<file path="src/rtl/cfp_pkg.sv">
package cfp_pkg;

    localparam int HDR_BYTES = 10;
    localparam logic [15:0] TAG_PLAIN = 16'hC001;
    localparam logic [15:0] TAG_SESS  = 16'hC002;

    typedef enum logic [1:0] {
        FLT_NONE,
        FLT_TAG,
        FLT_SIZE,
        FLT_BIG
    } fault_e;

    typedef enum logic [1:0] {
        ST_HDR,
        ST_BODY,
        ST_DRAIN
    } parse_st_e;

    typedef struct packed {
        logic [15:0] tag;
        logic [31:0] size;
        logic [31:0] code;
    } hdr_t;

    function automatic logic tag_legal(logic [15:0] t);
        return (t == TAG_PLAIN) || (t == TAG_SESS);
    endfunction

    function automatic logic [31:0] fault_code(fault_e f);
        logic [3:0] field;
        logic [3:0] cls;
        case (f)
            FLT_TAG:  begin field = 4'd1; cls = 4'd1; end
            FLT_SIZE: begin field = 4'd2; cls = 4'd2; end
            FLT_BIG:  begin field = 4'd2; cls = 4'd3; end
            default:  begin field = 4'd0; cls = 4'd0; end
        endcase
        return (f == FLT_NONE) ? 32'h0 : {20'h0, field, 1'b1, 3'b000, cls};
    endfunction

endpackage

</file>
<file path="src/rtl/cfp_hdr_capture.sv">
module cfp_hdr_capture
    import cfp_pkg::*;
#(
    parameter int IDX_W = 13
) (
    input  logic             clk,
    input  logic             rst,
    input  logic             take,
    input  logic             clear,
    input  logic [7:0]       byte_i,
    output logic [IDX_W-1:0] idx_o,
    output hdr_t             hdr_nx_o
);

    logic [IDX_W-1:0] idx_q;
    hdr_t             hdr_q;
    logic             in_hdr;

    assign in_hdr = idx_q < IDX_W'(HDR_BYTES);

    always_comb begin
        if (take && in_hdr) begin
            hdr_nx_o = hdr_t'({hdr_q[71:0], byte_i});
        end else begin
            hdr_nx_o = hdr_q;
        end
    end

    always_ff @(posedge clk) begin
        if (rst) begin
            idx_q <= '0;
            hdr_q <= '0;
        end else if (clear) begin
            idx_q <= '0;
        end else if (take) begin
            idx_q <= idx_q + 1'b1;
            if (in_hdr) begin
                hdr_q <= hdr_nx_o;
            end
        end
    end

    assign idx_o = idx_q;

endmodule

</file>
<file path="src/rtl/cfp_frame_check.sv">
module cfp_frame_check
    import cfp_pkg::*;
#(
    parameter int BUF_BYTES = 4096,
    parameter int IDX_W     = 13
) (
    input  logic [IDX_W-1:0] idx,
    input  logic             last,
    input  logic [63:0]      nx_low,
    output fault_e           fault,
    output logic             hdr_fire,
    output logic             fwd,
    output logic             end_ok
);

    logic [31:0] pos;
    logic [31:0] fsize;

    assign pos   = 32'(idx);
    assign fsize = nx_low[63:32];

    always_comb begin
        fault    = FLT_NONE;
        hdr_fire = 1'b0;
        fwd      = 1'b0;
        end_ok   = 1'b0;
        if (pos < 32'(HDR_BYTES)) begin
            if (pos == 32'd1 && !tag_legal(nx_low[15:0])) begin
                fault = FLT_TAG;
            end else if (pos == 32'd5 && nx_low[31:0] < 32'(HDR_BYTES)) begin
                fault = FLT_SIZE;
            end else if (pos == 32'd5 && nx_low[31:0] > 32'(BUF_BYTES)) begin
                fault = FLT_BIG;
            end else if (pos == 32'(HDR_BYTES - 1)) begin
                hdr_fire = 1'b1;
                if (last) begin
                    if (fsize == 32'(HDR_BYTES)) end_ok = 1'b1;
                    else                          fault  = FLT_SIZE;
                end
            end else if (last) begin
                fault = FLT_SIZE;
            end
        end else begin
            if (pos >= fsize) begin
                fault = FLT_SIZE;
            end else begin
                fwd = 1'b1;
                if (last) begin
                    if (pos + 32'd1 == fsize) end_ok = 1'b1;
                    else                       fault  = FLT_SIZE;
                end
            end
        end
    end

endmodule

</file>
<file path="src/rtl/cfp_rsp_tx.sv">
module cfp_rsp_tx
    import cfp_pkg::*;
(
    input  logic        clk,
    input  logic        rst,
    input  logic        start,
    input  logic [31:0] code,
    output logic        busy,
    output logic        rsp_valid,
    input  logic        rsp_ready,
    output logic [7:0]  rsp_data,
    output logic        rsp_last
);

    localparam int RSP_BYTES = HDR_BYTES;

    logic [3:0]  pos_q;
    logic [31:0] code_q;
    logic        busy_q;
    logic [79:0] word;

    assign word      = {TAG_PLAIN, 32'(RSP_BYTES), code_q};
    assign busy      = busy_q;
    assign rsp_valid = busy_q;
    assign rsp_last  = busy_q && (pos_q == 4'(RSP_BYTES - 1));
    assign rsp_data  = word[8*(RSP_BYTES - 1 - int'(pos_q)) +: 8];

    always_ff @(posedge clk) begin
        if (rst) begin
            busy_q <= 1'b0;
            pos_q  <= '0;
            code_q <= '0;
        end else if (!busy_q) begin
            if (start) begin
                busy_q <= 1'b1;
                pos_q  <= '0;
                code_q <= code;
            end
        end else if (rsp_ready) begin
            if (rsp_last) begin
                busy_q <= 1'b0;
                pos_q  <= '0;
            end else begin
                pos_q <= pos_q + 1'b1;
            end
        end
    end

endmodule

</file>
<file path="src/rtl/cmd_frame_parser.sv">
module cmd_frame_parser
    import cfp_pkg::*;
#(
    parameter int BUF_BYTES = 4096
) (
    input  logic                             clk,
    input  logic                             rst,
    input  logic                             in_valid,
    input  logic [7:0]                       in_data,
    input  logic                             in_last,
    output logic                             in_ready,
    output logic                             hdr_valid,
    output logic [15:0]                      hdr_tag,
    output logic [31:0]                      hdr_size,
    output logic [31:0]                      hdr_code,
    output logic                             hdr_has_sess,
    output logic [31:0]                      hdr_param_len,
    output logic                             par_valid,
    output logic [7:0]                       par_data,
    output logic                             done,
    output logic                             done_err,
    output logic [$clog2(BUF_BYTES+1)-1:0]   done_count,
    output logic                             rsp_valid,
    input  logic                             rsp_ready,
    output logic [7:0]                       rsp_data,
    output logic                             rsp_last
);

    localparam int IDX_W = $clog2(BUF_BYTES + 1);

    parse_st_e        st_q;
    fault_e           fault;
    fault_e           fault_q;
    hdr_t             hdr_nx;
    logic [IDX_W-1:0] idx;
    logic [IDX_W-1:0] cnt_q;
    logic             acc;
    logic             parse_acc;
    logic             hdr_fire;
    logic             fwd;
    logic             end_ok;
    logic             has_fault;
    logic             clear;
    logic             start_rsp;
    logic [31:0]      rsp_code;
    logic             busy;

    assign in_ready  = !busy;
    assign acc       = in_valid && in_ready;
    assign parse_acc = acc && (st_q != ST_DRAIN);
    assign has_fault = (fault != FLT_NONE);
    assign clear     = parse_acc && (has_fault || end_ok);
    assign start_rsp = acc && in_last && ((st_q == ST_DRAIN) || (parse_acc && has_fault));
    assign rsp_code  = (st_q == ST_DRAIN) ? fault_code(fault_q) : fault_code(fault);

    cfp_hdr_capture #(.IDX_W(IDX_W)) cap_i (
        .clk      (clk),
        .rst      (rst),
        .take     (parse_acc),
        .clear    (clear),
        .byte_i   (in_data),
        .idx_o    (idx),
        .hdr_nx_o (hdr_nx)
    );

    cfp_frame_check #(.BUF_BYTES(BUF_BYTES), .IDX_W(IDX_W)) chk_i (
        .idx      (idx),
        .last     (in_last),
        .nx_low   (hdr_nx[63:0]),
        .fault    (fault),
        .hdr_fire (hdr_fire),
        .fwd      (fwd),
        .end_ok   (end_ok)
    );

    cfp_rsp_tx tx_i (
        .clk       (clk),
        .rst       (rst),
        .start     (start_rsp),
        .code      (rsp_code),
        .busy      (busy),
        .rsp_valid (rsp_valid),
        .rsp_ready (rsp_ready),
        .rsp_data  (rsp_data),
        .rsp_last  (rsp_last)
    );

    always_ff @(posedge clk) begin
        if (rst) begin
            st_q    <= ST_HDR;
            fault_q <= FLT_NONE;
        end else if (st_q == ST_DRAIN) begin
            if (acc && in_last) st_q <= ST_HDR;
        end else if (parse_acc) begin
            if (has_fault) begin
                fault_q <= fault;
                st_q    <= in_last ? ST_HDR : ST_DRAIN;
            end else if (end_ok) begin
                st_q <= ST_HDR;
            end else if (hdr_fire) begin
                st_q <= ST_BODY;
            end
        end
    end

    always_ff @(posedge clk) begin
        if (rst) begin
            hdr_valid     <= 1'b0;
            hdr_tag       <= '0;
            hdr_size      <= '0;
            hdr_code      <= '0;
            hdr_has_sess  <= 1'b0;
            hdr_param_len <= '0;
        end else begin
            hdr_valid <= parse_acc && hdr_fire;
            if (parse_acc && hdr_fire) begin
                hdr_tag       <= hdr_nx.tag;
                hdr_size      <= hdr_nx.size;
                hdr_code      <= hdr_nx.code;
                hdr_has_sess  <= (hdr_nx.tag == TAG_SESS);
                hdr_param_len <= hdr_nx.size - 32'(HDR_BYTES);
            end
        end
    end

    always_ff @(posedge clk) begin
        if (rst) begin
            par_valid  <= 1'b0;
            par_data   <= '0;
            cnt_q      <= '0;
            done       <= 1'b0;
            done_err   <= 1'b0;
            done_count <= '0;
        end else begin
            par_valid <= parse_acc && fwd;
            if (parse_acc && fwd) par_data <= in_data;
            done <= acc && in_last;
            if (acc && in_last) begin
                done_err   <= !(parse_acc && end_ok);
                done_count <= cnt_q + IDX_W'(parse_acc && fwd);
                cnt_q      <= '0;
            end else if (parse_acc && fwd) begin
                cnt_q <= cnt_q + 1'b1;
            end
        end
    end

endmodule

</file>
<file path="config.mk">
export PLATFORM = sky130hd
export DESIGN_NAME = cmd_frame_parser
export DESIGN_NICKNAME = d
export VERILOG_FILES = /design/src/rtl/cfp_pkg.sv /design/src/rtl/cfp_hdr_capture.sv /design/src/rtl/cfp_frame_check.sv /design/src/rtl/cfp_rsp_tx.sv /design/src/rtl/cmd_frame_parser.sv
export SDC_FILE = /design/constraint.sdc
export NUM_CORES = 1
export LEC_CHECK = 0
export BUFFER_PORTS_ARGS = -buffer_cell sky130_fd_sc_hd__buf_2
export CAP_MARGIN = 10
export CORE_ASPECT_RATIO = 0.7
export CORE_UTILIZATION = 48
export DETAILED_ROUTE_END_ITERATION = 8
export MAX_ROUTING_LAYER = met4
export PLACE_DENSITY_LB_ADDON = 0.2
export SLEW_MARGIN = 10
export SYNTH_ARGS = -nofsm -noshare
export SYNTH_HDL_FRONTEND = slang
export SYNTH_SLANG_ARGS = --single-unit
</file>
<file path="constraint.sdc">
create_clock -name clk -period 5.1 [get_ports clk]
set_input_delay 0.51 -clock clk [delete_from_list [all_inputs] [get_ports clk]]
set_output_delay 0.51 -clock clk [all_outputs]
set_load 0.01 [all_outputs]
</file>
==> results.cfg, run 1 <==
[run_status]
outcome = finished, final reports clean

[route]
via_per_inst = 5.85
wl_um = 34100
drt_first_iter_violations = 1030
first_pass_iters = 5
drc = 0
drtAntennaViolNets = 0
vias = 11200
wl_per_cell_um = 17.8

[global_route]
use_met3_pct = 5.47
grt_remaining_overflow = 0
grt_use_met2_pct = 36.8
use_met1_pct = 40.5
grt_max_degree = 145
track_usage_pct = 26.9
grt_pass1_vias = 10000
busiest_layer = met1
grt_pass1_wl_um = 54400
antenna_found_initial = 0

[pwr]
worst_ir_drop_vdd_mv = 0.217
power.internal_uw = 3250
leakage_uw = 0.00538
pwr-share-clk_pct = 41.4
p_sw_share_pct = 27.4
p_switching_uw = 1230
comb_power_share_pct = 12.9
pwr_density_cell_nw_per_um2 = 324
pwr-share-seq_pct = 45.7

[worst_setup_path]
rr_worst_depth = 20
worst_ep_required_time_ps = 5450
crit_slowest_cell = nor4_4
crit_fanout = 51
critical_path_class = reg2reg
crit_chain = nor4_4 > nand4b_1 > buf_4 > nor2_4 > buf_4 > nand2_1 > nand2_1 > ha_1 > nor3b_1 > nor2_1 > o31ai_1 > a21oi_1 > a21o_1 > a21bo_1 > nor4b_4 > buf_4 > nand4b_1 > buf_4 > nand2_1 > a21oi_1
worstSetupEndpoint = cap_i.hdr_q[1]
critPathMaxStageDelay_ps = 460
path_common_cell = buf_4
reg2reg_from = cap_i.idx_o[5]
ff2ff_setup_slack_ps = 460
cp-start-kind = register
cp_data_arrival_time_ps = 5000
cp-end-kind = register
rr_endpoint = cap_i.hdr_q[1]
critPathLaunch = cap_i.idx_o[5]

[clocking]
hold_buffers = 0
insertion_delay_ps = 520
clk_pin_slew_worst_paths_ps = 70
cts_buffers = 25
clockBufferDepth = 3
clock-sinks = 250
cts.repair.resized = 0
htree_levels = 1
post-cts-setup-buffers = 0
cts_tree = built
cts_root_buf = clkbuf_16

[yosys]
synth.most_common_cell = dfxtp_1
synthDistinctLibCells = 75
yosysTopAreaCell = dfxtp_1
synth_common_cells = dfxtp_1 (250), nand2_1 (215), nor2_1 (189), a21oi_1 (119), clkbuf_1 (90)
yosys.area.top_type_share_pct = 41.8
syn_inst = 1478
synth_area_um2 = 12000
synthTopCellsByArea = dfxtp_1 (42%), nand2_1 (6.7%), nor2_1 (5.9%)
async_flop_share_pct = 0
ys_warn_count = 0
ys_ff_latch = 250
ys.flop_type = dfxtp_1
yosysSeqAreaShare_pct = 41.8
syn_area_per_cell_um2 = 8.11
synth_edf_count = 0

[timing]
drv_slew = 0
rsz0062_at_grt = no
setup-tns-final_ps = 0
fin_worst_skew_ps = 8.16
period_minus_slack_ps = 4640
holdWs_ps = 263
tightestPinTransition_ps = 1040
clock.fmax_mhz = 215
slew_headroom_pct = 30.5
setup_viol = 0
setup_slack_ps = 459
fin_crit_sh_pct = 91.0
hold_viol = 0

[placement]
hpwl_um = 23400
dp_cells = 1876
portBuffers = 158
gp_congestion = 0.976
post-place-ws_ps = 501

[die]
die-area_um2 = 25600
ios = 162
fp.dieH_um = 134
core_area_um2 = 24100
die_w_um = 191
start_util_pct = 49.8
row_count = 47

[hold_path]
hold_depth = 3
hp-class = in2reg
min_from = in_data[6]

[cells_and_area]
finish.utilization_pct = 57.5
stdcell_count = 1920
diodes = 0
areaGrowthSynthToFinish_pct = 15.5
layout-drive-gt1-share_pct = 16.1
final_nets = 1621

[run]
maxCapViolCount = 0
-- cell usage in the layout, fill, tap and decap left out, types with 7 or more instances in the layout --
cell and n:
and3_1 17, or3_1 11, buf_4 35, nor4_1 32, a211oi_1 71, ha_1 23, nor3b_1 10, buf_2 157
o22ai_1 47, o21ai_0 30, clkbuf_8 7, mux2i_1 33, inv_1 15, nor3_1 22, nand2_1 215, nand2b_1 10
nand3_1 39, dfxtp_1 250, xnor2_1 30, nand4_1 16, clkbuf_16 25, nand3b_1 10, nor2_1 189, xor2_1 34
or4_1 10, o211ai_1 14, a21oi_1 119
-- power groups by stage --
stage | Sequential, uW | Combinational [uW] | Clock, uW
final | 2050 | 579 | 1850
after global routing | 2050 | 629 | 1960
after global placement | 2090 | 556 | 0
after detailed placement | 2090 | 562 | 0
after floorplan | 2070 | 412 | 0
after CTS | 2050 | 565 | 1880
-- routing by layer --
metal / vias up / wire length (um)
met4: 0 / 469
met5: - / 0
met3: 46 / 3090
met2: 474 / 13900
met1: 5219 / 16700
li1: 5486 / -
-- flip-flops by register name, indices dropped and copies added, names as in the netlist, 2 cells and up --
signal         cells
hdr_size          32
st_q               2
tx_i.code_q        4
par_data           8
hdr_tag           16
cap_i.idx_o       13
cap_i.hdr_q       74
cnt_q             13
hdr_param_len     31
hdr_code          32
fault_q            2
tx_i.pos_q         4
done_count        13
-- how the worst min path moves through the flow --
stage	to	slack (ps)
6_report	cap_i.hdr_q[6]	260
5_1_grt	cap_i.hdr_q[6]	260
4_1_cts	cap_i.hdr_q[6]	250
3_5_place_dp	hdr_param_len[15]	440
3_3_place_gp	hdr_param_len[23]	440
2_1_floorplan	tx_i.code_q[0]	430
-- critical path, delay by kind of cell, from the launching register on --
family                   cells  cell delay, ps
adder cells (fa/ha/maj)      1             270
AO/OA/AOI/OAI                5             980
buffers and inverters        4            1060
AND/OR/NAND/NOR             10            1700
flip-flops                   1             430
-- metrics by stage --
stage	area, um2	total power [uW]
floorplan	12000	2480
global placement	13000	2650
detailed placement	13000	2650
CTS	13800	4490
global route	13800	4640
finish	13800	4480
-- cell families after synthesis --
| logic type | Yosys count | share of synthesized area, % |
|---|---|---|
| mux | 34 | 2.87 |
| fa+ha+maj | 23 | 2.40 |
| xor+xnor | 64 | 4.68 |
| buf+inv | 134 | 4.71 |
| compound gates | 345 | 18.5 |
| other cells | 1 | 0.0313 |
| simple gates | 627 | 25.0 |
| flops | 250 | 41.8 |
-- final cells by class --
cell class,instances,area (um2)
clock buffer,35,733
timing repair buffer,197,1140
fill,2237,10200
inverter,15,56.3
clock inverter,9,85.1
sequential,250,5000
tap,318,398
multi-input combinational,1096,6420
No activity file was read; power rests on OpenSTA's default activity.
==> run 2, diff against run 1 <==
SYNTH_HIERARCHICAL = 1   (was default)
==> results.cfg, run 2 <==
[timing]
setup-tns-final_ps = 0
drv_slew = 0
slew_headroom_pct = 25.4
setup_slack_ps = 315
clock.fmax_mhz = 209
tightestPinTransition_ps = 1120
holdWs_ps = 159
period_minus_slack_ps = 4780
fin_worst_skew_ps = 10.6
setup_viol = 0
fin_crit_sh_pct = 93.8
rsz0062_at_grt = no
hold_viol = 0

[cells_and_area]
areaGrowthSynthToFinish_pct = 16.3
diodes = 0
largest_reg_flops = 80
seqCellArea_um2 = 5690
multi_input_area_um2 = 7830
regMostFlops = cap_i/hdr_q
final_nets = 1818
final_common_cell = nand2_1
final_cell_mix = nand2_1 (290), dfxtp_1 (284), buf_2 (160)
finish.utilization_pct = 56.8
layout-drive-gt1-share_pct = 22.1
fillers = 2712

[placement]
gp_congestion = 0.935
portBuffers = 161
hpwl_um = 26800
post-place-ws_ps = 37.7

[hold_path]
hp-class = in2reg

[yosys]
syn_area_per_cell_um2 = 8.77
ys.flop_type = dfxtp_1
synthDistinctLibCells = 78
syn_inst = 1610
yosys.area.top_type_share_pct = 40.3
async_flop_share_pct = 0
yosysTopAreaCell = dfxtp_1
synthTopCellsByArea = dfxtp_1 (40%), nand2_1 (7.7%), mux2i_1 (6.5%)
synth_edf_count = 0
synth.most_common_cell = nand2_1
ys_warn_count = 6
yosysSeqAreaShare_pct = 40.3
ys_ff_latch = 284
synth_common_cells = nand2_1 (290), dfxtp_1 (284), a21oi_1 (152), nand2b_1 (98), nor2_1 (95)
synth_area_um2 = 14100

[global_route]
antenna_found_initial = 0
grt_remaining_overflow = 0
grt_pass1_vias = 10900
grt_max_degree = 110
grt_pass1_wl_um = 59300
track_usage_pct = 25.1

[clocking]
htree_levels = 1
clockBufferDepth = 3
cts_root_buf = clkbuf_16
insertion_delay_ps = 560
clk_pin_slew_worst_paths_ps = 60
cts_buffers = 29
post-cts-setup-buffers = 0
clock-sinks = 284
cts_tree = built

[die]
core_area_um2 = 28900
die-area_um2 = 30100
start_util_pct = 48.9
die_w_um = 207
fp.dieH_um = 145
ios = 162
row_count = 52

[route]
wl_met1_um = 19600
wl_um = 37600
wl_met2_um = 14900
drt_first_iter_violations = 936
first_pass_iters = 9
drc = 13
drtAntennaViolNets = 0
wl_met3_um = 2400
via_per_inst = 5.48
vias = 12000
top_layer = met4
wl_per_cell_um = 17.2

[pwr]
worst_ir_drop_vdd_mv = 0.209
leakage_uw = 0.00664
power_uw = 4920
pwr_density_cell_nw_per_um2 = 300

[worst_setup_path]
cp_data_arrival_time_ps = 5270
crit_fanout = 67
critical_path_class = reg2reg
cp-end-kind = register
cp-start-kind = register
worst_ep_required_time_ps = 5580

[run]
maxCapViolCount = 0

[run_status]
outcome = complete, but fails checks
failed_checks = design-rule violations
run 2: changes by cell type in the layout (fill, tap and decap cells not counted), moves of 24 or more:
| cell | delta |
|---|---|
| conb_1 | +24 |
| mux2i_1 | +58 |
| dfxtp_1 | +34 |
| a211oi_1 | -32 |
| a21oi_1 | +33 |
| o22ai_1 | -47 |
| nor2_1 | -94 |
| mux2_2 | +68 |
| nand2_1 | +75 |
| nand2b_1 | +88 |
run 2: where the power goes:
part / switching (uW) / leakage, uW / internal [uW] / total [uW]
clock: 925 / 0.000484 / 1240 / 2160
sequential: 29.0 / 0.00229 / 2250 / 2280
combinational: 267 / 0.00387 / 208 / 476
total: 1220 / 0.00664 / 3700 / 4920
run 2: worst paths after layout:
check,startpoint,endpoint,slack [ps],cells past startpoint
min reg2reg,hdr_size[4],hdr_size[4],450,2
min,rsp_ready,tx_i/busy,160,2
max reg2reg,tx_i/busy,cap_i/hdr_q[54],320,20
max,tx_i/busy,cap_i/hdr_q[54],320,20
run 2: routing by layer:
layer,vias up,GRT usage [%]
met5,-,-
met1,5657,39.0
met4,0,5.04
met3,38,4.41
met2,330,33.1
li1,5933,-
run 2: logic make-up after synthesis:
group	count (synthesis)	synth area share (%)
adders and majority gates	24	2.13
DFF	284	40.3
AOI/OAI and AO/OA	269	11.7
xor gates and xnor gates	66	4.09
and+or+nand+nor	653	23.0
other	1	0.0266
buffers and inverters	137	5.23
muxes	176	13.6
run 2: worst max-delay path: stages, from the launching register on:
cell	delay [ps]
dfxtp_1	320
nor2b_2	140
and2_1	190
nor4b_4	280
nand4_4	160
buf_12	260
mux2_2	350
nor4bb_1	360
buf_4	180
nand4_1	90
nor4_1	200
buf_4	170
a21o_1	150
o21ai_1	80
a21oi_1	280
a211oi_1	110
o31a_1	370
nor3_1	150
and4_4	370
buf_4	240
mux2i_1	220
run 2: area by class of cell:
class / count / share of cell area (%)
Inverter: 29 / 0.663
Multi-Input combinational cell: 1215 / 47.7
Timing Repair Buffer: 222 / 8.19
Sequential cell: 284 / 34.6
Clock inverter: 12 / 0.610
Tap cell: 378 / 2.88
Clock buffer: 41 / 5.31
run 2: timing repair:
action | in CTS | in global routing
endpoints found under the setup margin | 0 | 77
hold buffers | 0 | 0
resized for setup | 0 | 3
run 2: metrics by stage:
step / cell area, um2 / instances
2_1_floorplan: 14200 / 1636
3_3_place_gp: 15400 / 2128
3_5_place_dp: 15400 / 2128
4_1_cts: 16400 / 2181
5_1_grt: 16400 / 2181
6_report: 16400 / 2181
==> run 3, diff against run 2 <==
CAP_MARGIN = default   (was 10)
clock period = 5 ns   (was 5.1 ns; I/O delays follow)
==> results.cfg, run 3 (same netlist as run 2, synthesis figures left out) <==
[run_status]
outcome = complete, but fails checks
failed_checks = design-rule violations

[placement]
placed_cell_area_um2 = 15500
post-place-ws_ps = -138
portBuffers = 161
hpwl_um = 26800
gp_congestion = 0.953

[timing]
hold_viol = 0
tightestPinTransition_ps = 905
fin_crit_sh_pct = 95.0
setup-tns-final_ps = 0
period_minus_slack_ps = 4750
fin_worst_skew_ps = 9.36
clock.fmax_mhz = 211
slew_headroom_pct = 39.7
setup_viol = 0
setup_slack_ps = 250
drv_slew = 0

[cells_and_area]
layout-drive-gt1-share_pct = 22.7
largest_reg_flops = 80
regMostFlops = cap_i/hdr_q
final_cell_mix = nand2_1 (290), dfxtp_1 (284), buf_2 (160)
areaGrowthSynthToFinish_pct = 17.7
final_nets = 1834
fin_area_um2 = 16600
diodes = 0
final_common_cell = nand2_1

[worst_setup_path]
critPathMaxStageDelay_ps = 450
cp_data_arrival_time_ps = 5220
reg2reg_from = tx_i/busy
rr_endpoint = cap_i/hdr_q[14]
crit_slowest_cell = a2111oi_2
rr_worst_depth = 18
cp-end-kind = register
worst_ep_required_time_ps = 5470
crit_chain = nor2b_4 > and2_1 > nor4b_4 > nand4_4 > buf_4 > mux2_2 > ha_1 > or3_1 > nor4_2 > o2111ai_1 > a2111oi_2 > a211oi_1 > o31a_1 > nor3_1 > and4_4 > buf_12 > buf_16 > mux2i_1
worstSetupEndpoint = cap_i/hdr_q[14]
critical_path_class = reg2reg
crit_fanout = 9
cp-start-kind = register
ff2ff_setup_slack_ps = 250
critPathLaunch = tx_i/busy

[route]
first_pass_iters = 9
wl_per_cell_um = 17.4
drtAntennaViolNets = 0
wl_um = 38200
via_per_inst = 5.48
drc = 13
drt_first_iter_violations = 851
vias = 12000

[pwr]
comb_power_share_pct = 11.1
pwr_density_cell_nw_per_um2 = 300
worst_ir_drop_vdd_mv = 0.246
pwr-share-clk_pct = 42.3
power.internal_uw = 3770
leakage_uw = 0.00675
pwr-share-seq_pct = 46.6
p_switching_uw = 1210
power_uw = 4980
p_sw_share_pct = 24.4

[die]
start_util_pct = 48.9
core_area_um2 = 28900
die-area_um2 = 30100
row_count = 52
fp.dieH_um = 145
die_w_um = 207
ios = 162

[global_route]
grt_pass1_vias = 10900
antenna_found_initial = 0
track_usage_pct = 25.2
grt_max_degree = 127
grt_pass1_wl_um = 59500
grt_remaining_overflow = 0

[run]
maxCapViolCount = 0

[clocking]
cts_buffers = 28
clockBufferDepth = 3
insertion_delay_ps = 560
clk_pin_slew_worst_paths_ps = 60
htree_levels = 1
clock-sinks = 284
cts_tree = built
cts_root_buf = clkbuf_16

[hold_path]
hp-class = in2reg
## run 3: layout make-up
class | count | area [um2]
multi-input combinational | 1215 | 7880
sequential | 284 | 5690
tap | 378 | 473
clock buffer | 40 | 807
clock inverter | 8 | 90.1
fill | 2637 | 12300
timing repair buffer | 239 | 1580
inverter | 29 | 109
## run 3: worst min-delay path by stage
stage | cells after the start | end | slack (ps) | startpoint
after global placement | 2 | par_data[2] | 440 | par_data[2]
after global routing | 2 | tx_i/busy | 160 | rsp_ready
final | 2 | tx_i/busy | 160 | rsp_ready
after detailed placement | 2 | hdr_size[18] | 440 | hdr_size[18]
after CTS | 2 | tx_i/busy | 140 | rsp_ready
after floorplan | 2 | tx_i/code_q[30] | 430 | tx_i/code_q[30]
## run 3: through the flow
step,hold WS (ps),utilization (%),cells
floorplan,432,-,1636
global placement,440,53.6,2132
detailed placement,444,53.6,2132
CTS,144,56.7,2180
global route,157,57.6,2193
finish,160,57.6,2193
## run 3: critical path: cells and delay by family (launching register included)
family / cells / cell delay [ps]
flops: 1 / 330
fa+ha+maj: 1 / 290
simple gates: 8 / 1930
buf+inv: 3 / 520
mux: 2 / 510
compound gates: 4 / 1080
## run 3: repair_timing
action                                  4_1_cts  5_1_grt
setup buffers                                 0        8
hold buffers                                  0        0
endpoints found under the setup margin        0      123
gates resized for setup                       0       13
## run 3: layer usage
| layer | wire, um | global-route usage [%] |
|---|---|---|
| met5 | 0 | - |
| met4 | 837 | 5.80 |
| met3 | 2650 | 5.17 |
| met2 | 15000 | 32.8 |
| met1 | 19700 | 39.0 |
## run 3: power groups by stage
stage	Sequential [uW]	Combinational, uW	Clock (uW)
6_report	2330	551	2110
5_1_grt	2330	596	2240
4_1_cts	2320	489	2150
3_5_place_dp	2380	488	0
3_3_place_gp	2370	482	0
2_1_floorplan	2370	381	0
